`src/rtl/sram_write_strober.sv`:
```
module sram_write_strober #(
  parameter int ADDR_W      = 17,
  parameter int DATA_W      = 8,
  parameter int CLK_NS      = 10,
  parameter int SPEED_GRADE = 0
) (
  input  logic              clk,
  input  logic              rst,
  input  logic              wr_req,
  input  logic [ADDR_W-1:0] wr_addr,
  input  logic [DATA_W-1:0] wr_data,
  output logic              wr_ack,
  output logic              mem_ce_n,
  output logic              mem_we_n,
  output logic [ADDR_W-1:0] mem_addr,
  output logic [DATA_W-1:0] dq_o,
  output logic              dq_oe
);

  function automatic int ns2cyc(input int ns);
    int c;
    c = (ns + CLK_NS - 1) / CLK_NS;
    return (c < 1) ? 1 : c;
  endfunction

  function automatic int imax(input int a, input int b);
    return (a > b) ? a : b;
  endfunction

  localparam int PULSE_NS = (SPEED_GRADE == 0) ? 55 : (SPEED_GRADE == 1) ? 65 : 85;
  localparam int CEEND_NS = (SPEED_GRADE == 0) ? 65 : (SPEED_GRADE == 1) ? 75 : 100;
  localparam int ADEND_NS = CEEND_NS;
  localparam int SETUP_NS = (SPEED_GRADE == 0) ? 30 : (SPEED_GRADE == 1) ? 35 : 45;
  localparam int CYCLE_NS = (SPEED_GRADE == 0) ? 70 : (SPEED_GRADE == 1) ? 85 : 120;
  localparam int RECOV_NS = 5;
  localparam int DHOLD_NS = 0;

  localparam int P_CYC  = imax(imax(ns2cyc(PULSE_NS), ns2cyc(CEEND_NS)),
                               imax(ns2cyc(ADEND_NS), ns2cyc(SETUP_NS)));
  localparam int RC_CYC = ns2cyc(RECOV_NS);
  localparam int DH_CYC = ns2cyc(DHOLD_NS);
  localparam int W_CYC  = imax(ns2cyc(CYCLE_NS),
                               imax(P_CYC + 1 + RC_CYC, P_CYC + DH_CYC + 1));
  localparam int CNT_W  = $clog2(W_CYC + 1);

  localparam logic [CNT_W-1:0] WE_END = CNT_W'(P_CYC);
  localparam logic [CNT_W-1:0] CE_END = CNT_W'(P_CYC + 1);
  localparam logic [CNT_W-1:0] OE_END = CNT_W'(P_CYC + DH_CYC);
  localparam logic [CNT_W-1:0] ACK_AT = CNT_W'(W_CYC - 1);
  localparam logic [CNT_W-1:0] LAST   = CNT_W'(W_CYC);

  logic             busy;
  logic [CNT_W-1:0] cnt;

  always_ff @(posedge clk) begin
    if (rst) begin
      busy     <= 1'b0;
      cnt      <= '0;
      mem_we_n <= 1'b1;
      mem_ce_n <= 1'b1;
      dq_oe    <= 1'b0;
      wr_ack   <= 1'b0;
      mem_addr <= '0;
      dq_o     <= '0;
    end else begin
      wr_ack <= 1'b0;
      if (!busy) begin
        if (wr_req) begin
          busy     <= 1'b1;
          cnt      <= CNT_W'(1);
          mem_addr <= wr_addr;
          dq_o     <= wr_data;
          mem_we_n <= 1'b0;
          mem_ce_n <= 1'b0;
          dq_oe    <= 1'b1;
        end
      end else begin
        cnt <= cnt + 1'b1;
        if (cnt == WE_END) mem_we_n <= 1'b1;
        if (cnt == CE_END) mem_ce_n <= 1'b1;
        if (cnt == OE_END) dq_oe    <= 1'b0;
        if (cnt == ACK_AT) wr_ack   <= 1'b1;
        if (cnt == LAST)   busy     <= 1'b0;
      end
    end
  end

  p_strobes_fall_together_r2: assert property (@(posedge clk) disable iff (rst)
    $fell(mem_we_n) |-> $fell(mem_ce_n));

  p_ce_covers_we_r4: assert property (@(posedge clk) disable iff (rst)
    !mem_we_n |-> !mem_ce_n);

  p_ce_follows_we_r4: assert property (@(posedge clk) disable iff (rst)
    $rose(mem_we_n) |=> $rose(mem_ce_n));

  p_pads_on_during_we_r5: assert property (@(posedge clk) disable iff (rst)
    !mem_we_n |-> dq_oe);

  p_hold_stable_r6: assert property (@(posedge clk) disable iff (rst)
    (!mem_ce_n && !$past(mem_ce_n)) |-> ($stable(mem_addr) && $stable(dq_o)));

  p_ack_single_r7: assert property (@(posedge clk) disable iff (rst)
    wr_ack |=> !wr_ack);

  p_ack_after_release_r7: assert property (@(posedge clk) disable iff (rst)
    wr_ack |-> (mem_ce_n && mem_we_n && !dq_oe));

  p_gap_after_ack_r8: assert property (@(posedge clk) disable iff (rst)
    wr_ack |=> (mem_ce_n && mem_we_n));

endmodule

```
`config.mk`:
```
export PLATFORM = sky130hd
export DESIGN_NAME = sram_write_strober
export DESIGN_NICKNAME = d
export VERILOG_FILES = /design/src/rtl/sram_write_strober.sv
export SDC_FILE = /design/constraint.sdc
export NUM_CORES = 1
export LEC_CHECK = 0
export BUFFER_PORTS_ARGS = -buffer_cell sky130_fd_sc_hd__buf_2
export CAP_MARGIN = 30
export CORE_ASPECT_RATIO = 0.8
export CORE_MARGIN = 5
export CORE_UTILIZATION = 49
export CTS_BUF_LIST = sky130_fd_sc_hd__clkbuf_8
export DETAILED_ROUTE_END_ITERATION = 8
export PLACE_DENSITY = 0.83
export RECOVER_POWER = 25
export REMOVE_ABC_BUFFERS = 1
export SETUP_SLACK_MARGIN = 0.05
export SYNTH_ARGS = -nofsm -noshare
export SYNTH_HDL_FRONTEND = slang
export SYNTH_SLANG_ARGS = --single-unit
export TNS_END_PERCENT = 20
```
`constraint.sdc`:
```
create_clock -name clk -period 1.5 [get_ports clk]
set_input_delay 0.15 -clock clk [delete_from_list [all_inputs] [get_ports clk]]
set_output_delay 0.15 -clock clk [all_outputs]
set_load 0.01 [all_outputs]
```
Word level (Yosys, flattened, before mapping)
Index checks and enable logic that the tools add are counted.

Logic and storage cells: 34. Output and inout port bits: 29. Bits of input ports: 28. Register bits: 34.

Muxes and demuxes: 14. Eq/ne operators: 5. Bitwise logic cells: 1. $add $sub $neg: 1. Reduce and logical (&&, ||, !) cells: 5.

Operators by type and width (count): two-way mux 1 bit (12); == test 4 bit (second input constant) (2); two-way mux 4 bit (2); AND reduction 2 bit (3); adder 4 x 1 -> 4 bit (second input constant) (1); == test 4 x 3 -> 1 bit (second input constant) (1); != test 2 x 1 -> 1 bit (second input constant) (2); nonzero test 2 bit (1); OR reduction 2 bit (1); inverter 1 bit (1).

Logic depth before layout (Yosys ltp)
Gate-level depths: netlist of run 1.

Word-level depth: 3. Mapped depth: 5. Depth with buffers taken out: 5.

Worst setup path before layout of run 1
Ideal clock, no wire load.

Path kind: reg2reg. Start: reg cnt[0]. End: reg mem_we_n. Arrival time: 0.970 ns. Path buffers: 0. Clock period less this slack: 1.090 ns. Cell stages (with the launch flop): 4. Data required time: 1.380 ns. Slack: 0.410 ns. Library setup time: 0.120 ns. Cells stage by stage: dfxtp_1 -> ha_1 -> and4b_1 -> a211o_1.

Word-level cells in the longest chain between the ends: 3.

Ends and longest elaborated chain: start, declared (line 53) `logic [CNT_W-1:0] cnt;`; start signal, assigned (line 78) `cnt <= cnt + 1'b1;`; == test 4 x 3 -> 1 bit (line 79) `if (cnt == WE_END) mem_we_n <= 1'b1;`; != test 2 x 1 -> 1 bit (no source line); AND reduction 2 bit (no source line); end signal, assigned (line 59) `mem_we_n <= 1'b1;`; end signal, assigned (line 73) `mem_we_n <= 1'b0;`; end signal, assigned (line 79); end, declared (line 14) `output logic mem_we_n,`.

Every way passes these cells. A chain may end at the register's enable or synchronous reset.

Worst setup path in the final report of run 1
Start: reg busy. End: reg dq_o[5].

Word-level cells in the longest chain between the ends: 2.

Ends and longest elaborated chain: start, declared (line 52) `logic busy;`; start signal, assigned (line 57) `busy <= 1'b0;`; start signal, assigned (line 69) `busy <= 1'b1;`; start signal, assigned (line 83) `if (cnt == LAST) busy <= 1'b0;`; inverter 1 bit (no source line); AND reduction 2 bit (no source line); end signal, assigned (line 72) `dq_o <= wr_data;`; end, declared (line 16) `output logic [DATA_W-1:0] dq_o,`.

Every way passes these cells.

==> impl_results.rst, run 1 <==
.. list-table::
   :header-rows: 1

   * - Metric
     - Value
   * - Status
     - completed
   * - Initial standard-cell utilization of the core
     - 0.500
   * - Number of antenna repair diodes
     - 0
   * - Net count, final
     - 241
   * - Data arrival, critical path
     - 1.38 ns
   * - Sequential fraction of the synthesis area
     - 0.500
   * - Start-to-end type of the worst setup path
     - flip-flop to flip-flop
   * - Final Instance Area
     - 1720 sq um
   * - Number of routed nets with antenna violations
     - 0
   * - Maximum number of pins on one net before global-route repair
     - 23
   * - Leakage power figure
     - 0.000742 uW
   * - Layout cells sized above 1
     - 0.367
   * - Number of I/O pins
     - 57
   * - Synthesis-to-finish area growth
     - 25.9%
   * - Total of endpoints with negative setup slack in the final report
     - 0
   * - Actual transition at the worst max-transition pin
     - 0.366 ns
   * - HP Class
     - primary input to flip-flop
   * - Placer Congestion
     - 0.724
   * - Core Area
     - 2720 sq um
   * - Die width
     - 69.0 microns
   * - Number of buffer cells added on primary ports
     - 56
   * - Num CTS Buffers
     - 5
   * - Count of state elements after synthesis
     - 34
   * - Vias in the first global route
     - 1094
   * - Via count
     - 1149
   * - Synthesized instance count
     - 151
   * - DPL Wire Length
     - 2.18 mm
   * - Number of search-and-repair iterations in the first detailed-routing pass
     - 4
   * - Mapped Avg Cell Area
     - 9.02 sq um
   * - Maximum clock path buffer count
     - 2
   * - Post-detailed-route via-to-cell ratio
     - 4.63
   * - Clock transition at the register clock pins on the worst setup and hold paths after CTS
     - 0.06 ns
   * - Clock sink count
     - 34
   * - DRC errors left
     - 0
   * - Worst VDD drop
     - 580 uV
   * - Peak fanout along the critical path
     - 22
   * - Number of setup buffers added after CTS
     - 0
   * - Data required, critical path
     - 1.71 ns
   * - Worst hold start
     - wr_addr[0]
   * - CTS Hold Buffers Added
     - 0
   * - Total number of yosys warnings
     - 0
   * - R2R Setup Slk
     - 0.33 ns
   * - Area after detailed placement
     - 1660 sq um
   * - Number of max-cap violations
     - 0
   * - Critical Path Source Type
     - flip-flop
   * - Critical path endpoint category
     - flip-flop
   * - Launching point of the worst reg2reg path
     - busy$_SDFF_PP0_
   * - Total count of max-transition violations in the final report
     - 0
   * - Number of antenna violations at the first check in global routing
     - 0
   * - Ratio of total power to cell area
     - 1080 nW/um^2
   * - Setup repair after global routing missed its margin
     - no
   * - Global route total overflow
     - 0
   * - Vertical die dimension
     - 57.2 microns
   * - Number of distinct library cell variants in the gate-level netlist after synthesis
     - 27
   * - WL final
     - 2.92 mm
   * - Origin of the worst setup path
     - busy$_SDFF_PP0_
   * - Die footprint
     - 3940 sq um
   * - TritonCTS clock tree
     - yes
   * - Setup TNS after final layout
     - 0 ns
   * - Total Routing Usage GR
     - 0.155
   * - F_max
     - 854 MHz
   * - Htree depth
     - 2
   * - Commonest non-fill, non-tap cell in the layout
     - sky130_fd_sc_hd__nand2_1
   * - Gates resized, CTS repair
     - 0
   * - Filler cell count
     - 271
   * - Top library cells by usage in the layout, fill and taps aside
     - sky130_fd_sc_hd__nand2_1, sky130_fd_sc_hd__buf_2, sky130_fd_sc_hd__dfxtp_1, sky130_fd_sc_hd__a21oi_2, sky130_fd_sc_hd__clkbuf_1
   * - Clk Tree Root Cell
     - sky130_fd_sc_hd__clkbuf_8
   * - Wire length of the first global-routing pass
     - 4.58 mm
   * - Violation count after the first detailed-routing iteration
     - 48
   * - Part of the cycle the worst path needs
     - 0.780
   * - Period minus WS final
     - 1.17 ns
   * - Relative slew slack
     - 0.756
   * - Footprint of the multi-input gates
     - 588 sq um
   * - Maximum clock skew at final layout
     - 0.00129 ns
   * - # rows
     - 17
   * - WL per Instance
     - 11.8 microns
   * - Register Area
     - 681 sq um
   * - Clock latency on the worst-skew pair
     - 0.28 ns
   * - Netlist area before placement
     - 1360 sq um
   * - Final hold vios
     - 0
   * - Final Total Pwr
     - 1860 uW
[critical path, stage by stage, from the launching register on]
cell and delay, ns:
sky130_fd_sc_hd__dfxtp_1 0.31, sky130_fd_sc_hd__buf_4 0.17, sky130_fd_sc_hd__nor2b_2 0.13, sky130_fd_sc_hd__buf_4 0.27
sky130_fd_sc_hd__nand2_1 0.10, sky130_fd_sc_hd__a21oi_2 0.13
[per-stage QoR]
step	std cells	setup slack (ns)	hold WS, ns	util
6_report	248	0.329	0.102	0.630
5_1_grt	248	0.196	0.0939	0.630
4_1_cts	248	0.319	0.0916	0.636
3_5_place_dp	241	0.334	0.395	0.608
3_3_place_gp	241	0.344	0.390	0.608
2_1_floorplan	140	-0.273	0.212	-
[sequential cells by signal, indices dropped and copies added, names as in the netlist]
| register | count |
|---|---|
| dq_oe | 1 |
| cnt | 4 |
| busy | 1 |
| wr_ack | 1 |
| dq_o | 8 |
| mem_addr | 17 |
| mem_ce_n | 1 |
| mem_we_n | 1 |
[metal layers]
| metal | part of all wire | up-vias | wire, microns | track usage |
|---|---|---|---|---|
| met1 | 0.48 | 487 | 1410 | 0.194 |
| met3 | 0.11 | 9 | 328 | 0.0551 |
| met2 | 0.38 | 49 | 1120 | 0.226 |
| li1 | - | 604 | - | - |
| met4 | 0.023 | 0 | 67 | 0.0917 |
| met5 | 0 | - | 0 | 0 |
[cell usage after synthesis (all sizes together)]
library cell  instances  area share
nand2                52        0.15
dfxtp                34        0.50
a21oi                29        0.16
buf                  10       0.062
nor2                  4       0.011
ha                    3       0.028
inv                   2      0.0055
nor2b                 2      0.0092
nor3b                 2       0.011
a211o                 1      0.0064
a211oi                1      0.0055
and4b                 1      0.0073
clkbuf                1      0.0028
nand2b                1      0.0046
nand3                 1      0.0037
nand3b                1      0.0055
nand4                 1      0.0046
nand4b                1      0.0064
nor3                  1      0.0037
o21a                  1      0.0055
or2                   1      0.0046
xor2                  1      0.0064
[power breakdown]
part	switching, uW	leakage [uW]	internal (uW)	total (uW)
sequential	30.2	0.000279	958	988
combinational	157	0.000416	116	273
clock	290	0.0000466	305	595
[final timing paths]
check | end | cells past startpoint
hold reg to reg | mem_ce_n$_SDFFE_PP1P_ | 2
hold / removal | mem_addr[0]$_SDFFE_PP0P_ | 3
setup reg to reg | dq_o[5]$_SDFFE_PP0P_ | 5
setup / recovery | dq_o[5]$_SDFFE_PP0P_ | 5
[cell families (layout without fill, tap and decap cells)]
kind of cell,after synthesis,in the layout,synth area share
buffers and inverters,13,72,0.0707
xor gates and xnor gates,1,1,0.00643
DFF,34,34,0.500
AOI/OAI and AO/OA,32,32,0.174
adders and majority gates,3,3,0.0276
and+or+nand+nor,68,68,0.222
[area by class of cell]
cell class	instances	area share
clock inverter	2	0.00438
tap	38	0.0277
timing repair buffer	63	0.184
multi-input combinational	104	0.343
sequential	34	0.397
inverter	2	0.00438
clock buffer	5	0.0401
Power figures use the tool's default switching activity.
==> inputs of run 2 (changes only) <==
--- a/config.mk
+++ b/config.mk
@@ -5,11 +5,12 @@
 export SDC_FILE = /design/constraint.sdc
 export NUM_CORES = 1
 export LEC_CHECK = 0
+export ABC_AREA = 1
 export BUFFER_PORTS_ARGS = -buffer_cell sky130_fd_sc_hd__buf_2
 export CAP_MARGIN = 30
 export CORE_ASPECT_RATIO = 0.8
 export CORE_MARGIN = 5
-export CORE_UTILIZATION = 49
+export CORE_UTILIZATION = 48
 export CTS_BUF_LIST = sky130_fd_sc_hd__clkbuf_8
 export DETAILED_ROUTE_END_ITERATION = 8
 export PLACE_DENSITY = 0.83
==> constraint.sdc (replaced) <==
create_clock -name clk -period 1.16 [get_ports clk]
set_input_delay 0.116 -clock clk [delete_from_list [all_inputs] [get_ports clk]]
set_output_delay 0.116 -clock clk [all_outputs]
set_load 0.01 [all_outputs]
==> impl_results.rst, run 2 <==
.. list-table::
   :header-rows: 1

   * - Metric
     - Value
   * - Launching point of the worst reg2reg path
     - cnt[0]$_SDFFE_PP0P_
   * - Number of antenna violations at the first check in global routing
     - 0
   * - Initial standard-cell utilization of the core
     - 0.512
   * - CTS Hold Buffers Added
     - 0
   * - Start-to-end type of the worst setup path
     - flip-flop to flip-flop
   * - Area after detailed placement
     - 1590 sq um
   * - Clk Tree Root Cell
     - sky130_fd_sc_hd__clkbuf_8
   * - Synthesis-to-finish area growth
     - 33.8%
   * - Synth area leaders
     - sky130_fd_sc_hd__dfxtp_1, sky130_fd_sc_hd__nor2_1, sky130_fd_sc_hd__o21ai_0
   * - Core Area
     - 2480 sq um
   * - Worst VDD drop
     - 974 uV
   * - WL per Instance
     - 11.3 microns
   * - Max FFs per register
     - 17
   * - Net count, final
     - 253
   * - Critical Path Source Type
     - flip-flop
   * - Power Internal
     - 2090 uW
   * - Depth of the worst hold-timing path
     - 2
   * - Reg2Reg Capture Point
     - mem_we_n$_SDFFE_PP1P_
   * - Synthesized instance count
     - 163
   * - Post-synth top area cell
     - sky130_fd_sc_hd__dfxtp_1
   * - Post-synthesis compound-gate area fraction
     - 0.119
   * - Number of I/O pins
     - 57
   * - Origin of the worst setup path
     - cnt[0]$_SDFFE_PP0P_
   * - Number of routed nets with antenna violations
     - 0
   * - FF-to-FF path depth
     - 6
   * - Data required, critical path
     - 1.34 ns
   * - Actual transition at the worst max-transition pin
     - 0.246 ns
   * - Total count of max-transition violations in the final report
     - 0
   * - Commonest non-fill, non-tap cell in the layout
     - sky130_fd_sc_hd__nor2_1
   * - Vias in the first global route
     - 1008
   * - Number of max-cap violations
     - 0
   * - Part of the total power dissipated in sequential elements
     - 0.471
   * - Critical path endpoint category
     - flip-flop
   * - Number of search-and-repair iterations in the first detailed-routing pass
     - 4
   * - Number of setup buffers added after CTS
     - 0
   * - Die width
     - 67.5 microns
   * - # rows
     - 16
   * - Total number of yosys warnings
     - 0
   * - Mapped Avg Cell Area
     - 7.80 sq um
   * - Adder-Cell Fraction of Synth Area
     - 0.0295
   * - WL final
     - 2.91 mm
   * - Final hold vios
     - 0
   * - F_max
     - 987 MHz
   * - Clock sink count
     - 34
   * - Clock latency on the worst-skew pair
     - 0.28 ns
   * - Die footprint
     - 3780 sq um
   * - Status
     - completed
   * - Leakage power figure
     - 0.000805 uW
   * - Period minus WS final
     - 1.01 ns
   * - Setup repair after global routing missed its margin
     - no
   * - Net switching power of the design
     - 656 uW
   * - Maximum clock path buffer count
     - 2
   * - Filler cell count
     - 242
   * - Global route total overflow
     - 0
   * - Most frequent cell after synthesis
     - sky130_fd_sc_hd__nor2_1
   * - R2R Setup Slk
     - 0.15 ns
   * - Number of distinct library cell variants in the gate-level netlist after synthesis
     - 18
   * - Main flop type after synthesis
     - sky130_fd_sc_hd__dfxtp_1
   * - Clock transition at the register clock pins on the worst setup and hold paths after CTS
     - 0.06 ns
   * - Maximum number of pins on one net before global-route repair
     - 29
   * - Part of the cycle the worst path needs
     - 0.874
   * - Wire length of the first global-routing pass
     - 4.40 mm
   * - Most numerous cell types in the synthesized netlist
     - sky130_fd_sc_hd__nor2_1, sky130_fd_sc_hd__dfxtp_1, sky130_fd_sc_hd__o21ai_0, sky130_fd_sc_hd__nand2_1, sky130_fd_sc_hd__inv_1
   * - Post-synthesis share of cell area spent on and, or, nand and nor gates
     - 0.260
   * - Netlist area before placement
     - 1270 sq um
   * - Sequential fraction of the synthesis area
     - 0.535
   * - Number of antenna repair diodes
     - 0
   * - Synthesized-area fraction occupied by xor and xnor cells
     - 0
   * - Worst hold start
     - rst
   * - Layout cells sized above 1
     - 0.257
   * - Count of state elements after synthesis
     - 34
   * - Registers with the highest flip-flop counts
     - mem_addr (17), dq_o (8), cnt (4)
   * - Relative slew slack
     - 0.836
   * - Violation count after the first detailed-routing iteration
     - 57
   * - Placer Congestion
     - 0.753
   * - Total of endpoints with negative setup slack in the final report
     - 0
   * - Final Instance Area
     - 1700 sq um
   * - Multiplexer area fraction after synthesis
     - 0
   * - DPL Wire Length
     - 2.15 mm
   * - Most flop-heavy register
     - mem_addr
   * - HP Class
     - primary input to flip-flop
   * - Async set or reset register ratio after synthesis
     - 0
   * - Post-placement setup slack
     - 0.104 ns
   * - Data arrival, critical path
     - 1.19 ns
   * - Ratio of total power to cell area
     - 1620 nW/um^2
   * - Sink of the worst hold path
     - wr_ack$_SDFF_PP0_
   * - Number of synthesized flops with an enable pin
     - 0
   * - Switching power as a share of total power
     - 0.238
   * - TritonCTS clock tree
     - yes
   * - Area fraction of the dominant cell type after synthesis
     - 0.535
   * - Post-detailed-route via-to-cell ratio
     - 4.58
   * - Part of the total power dissipated in the clock network
     - 0.395
   * - Peak fanout along the critical path
     - 4
   * - Vertical die dimension
     - 56.0 microns
   * - Logic pwr share
     - 0.134
   * - Setup WS post-layout
     - 0.147 ns
   * - DRC errors left
     - 0
   * - Maximum clock skew at final layout
     - 0.00576 ns
   * - Main combinational cell family by area after synthesis
     - simple AND/OR/NAND/NOR gates
   * - Htree depth
     - 2
   * - Num CTS Buffers
     - 5
   * - Top library cells by usage in the layout, fill and taps aside
     - sky130_fd_sc_hd__nor2_1, sky130_fd_sc_hd__buf_2, sky130_fd_sc_hd__dfxtp_1, sky130_fd_sc_hd__o21ai_0, sky130_fd_sc_hd__nand2_1
   * - Total Routing Usage GR
     - 0.156
   * - Number of buffer cells added on primary ports
     - 56
   * - Via count
     - 1181
## run 2: cell count changes in the layout (fill, tap and decap cells not counted), moves of 2 or more
cell / delta
sky130_fd_sc_hd__nor2_1: +54
sky130_fd_sc_hd__nand2_1: -33
sky130_fd_sc_hd__o21ai_0: +25
sky130_fd_sc_hd__a21oi_2: -18
sky130_fd_sc_hd__a21oi_1: -8
sky130_fd_sc_hd__buf_4: -5
sky130_fd_sc_hd__nand2_2: -4
sky130_fd_sc_hd__inv_1: +2
sky130_fd_sc_hd__nand3_1: +2
sky130_fd_sc_hd__nor3b_1: -2
## run 2: cell type report
cell class	instances	area (sq um)	area share
clock inverter	1	30.0	0.0177
timing repair buffer	60	309	0.182
clock buffer	6	82.6	0.0486
inverter	7	26.3	0.0155
multi-input combinational	114	527	0.310
tap	36	45.0	0.0265
sequential	34	681	0.400
## run 2: logic make-up (layout without fill, tap and decap cells)
logic type,count (synthesis),count (layout)
compound gates,30,30
flops,34,34
buf+inv,15,74
fa+ha+maj,3,3
simple gates,81,81
## run 2: critical path, stage by stage, from the launching register on
cell and delay (ns):
sky130_fd_sc_hd__dfxtp_1 0.39, sky130_fd_sc_hd__ha_1 0.22, sky130_fd_sc_hd__nand3_1 0.09, sky130_fd_sc_hd__nand2_1 0.08, sky130_fd_sc_hd__nand2_1 0.05, sky130_fd_sc_hd__nand2_1 0.05, sky130_fd_sc_hd__nand2_1 0.04
## run 2: power groups by stage
stage	registers [uW]	clock network (uW)	logic (uW)
floorplan	1360	0	152
global placement	1320	0	369
detailed placement	1320	0	376
CTS	1290	1110	379
global route	1300	1170	414
finish	1290	1090	369
## run 2: metrics by stage
| step | hold WS [ns] | instances | TNS, ns | total power [uW] | util |
|---|---|---|---|---|---|
| 6_report | 0.0467 | 258 | 0 | 2750 | 0.685 |
| 5_1_grt | 0.0373 | 258 | 0 | 2890 | 0.685 |
| 4_1_cts | 0.0348 | 258 | 0 | 2780 | 0.688 |
| 3_5_place_dp | 0.339 | 251 | 0 | 1700 | 0.642 |
| 3_3_place_gp | 0.337 | 251 | 0 | 1690 | 0.642 |
| 2_1_floorplan | 0.185 | 155 | -0.0213 | 1510 | - |
## run 2: metal layers
layer	global-route usage	wire [microns]	vias up
met4	0.0780	80	0
met2	0.240	1310	33
li1	-	-	631
met5	0	0	-
met1	0.181	1300	510
met3	0.0646	214	7
## run 2: repair_timing
item                                    4_1_cts  5_1_grt
gates resized for setup                       0        3
endpoints found under the hold margin         0        0
endpoints found under the setup margin        0       28
## run 2: worst max-delay path by stage
stage                            endpoint  slack (ns)  depth (start not counted)
floorplan           mem_we_n$_SDFFE_PP1P_       -0.02                          6
global placement     dq_o[7]$_SDFFE_PP0P_        0.14                          4
detailed placement   dq_o[0]$_SDFFE_PP0P_        0.10                          4
CTS                  dq_o[0]$_SDFFE_PP0P_        0.09                          4
global route          cnt[3]$_SDFFE_PP0P_        0.06                          6
finish              mem_we_n$_SDFFE_PP1P_        0.15                          6
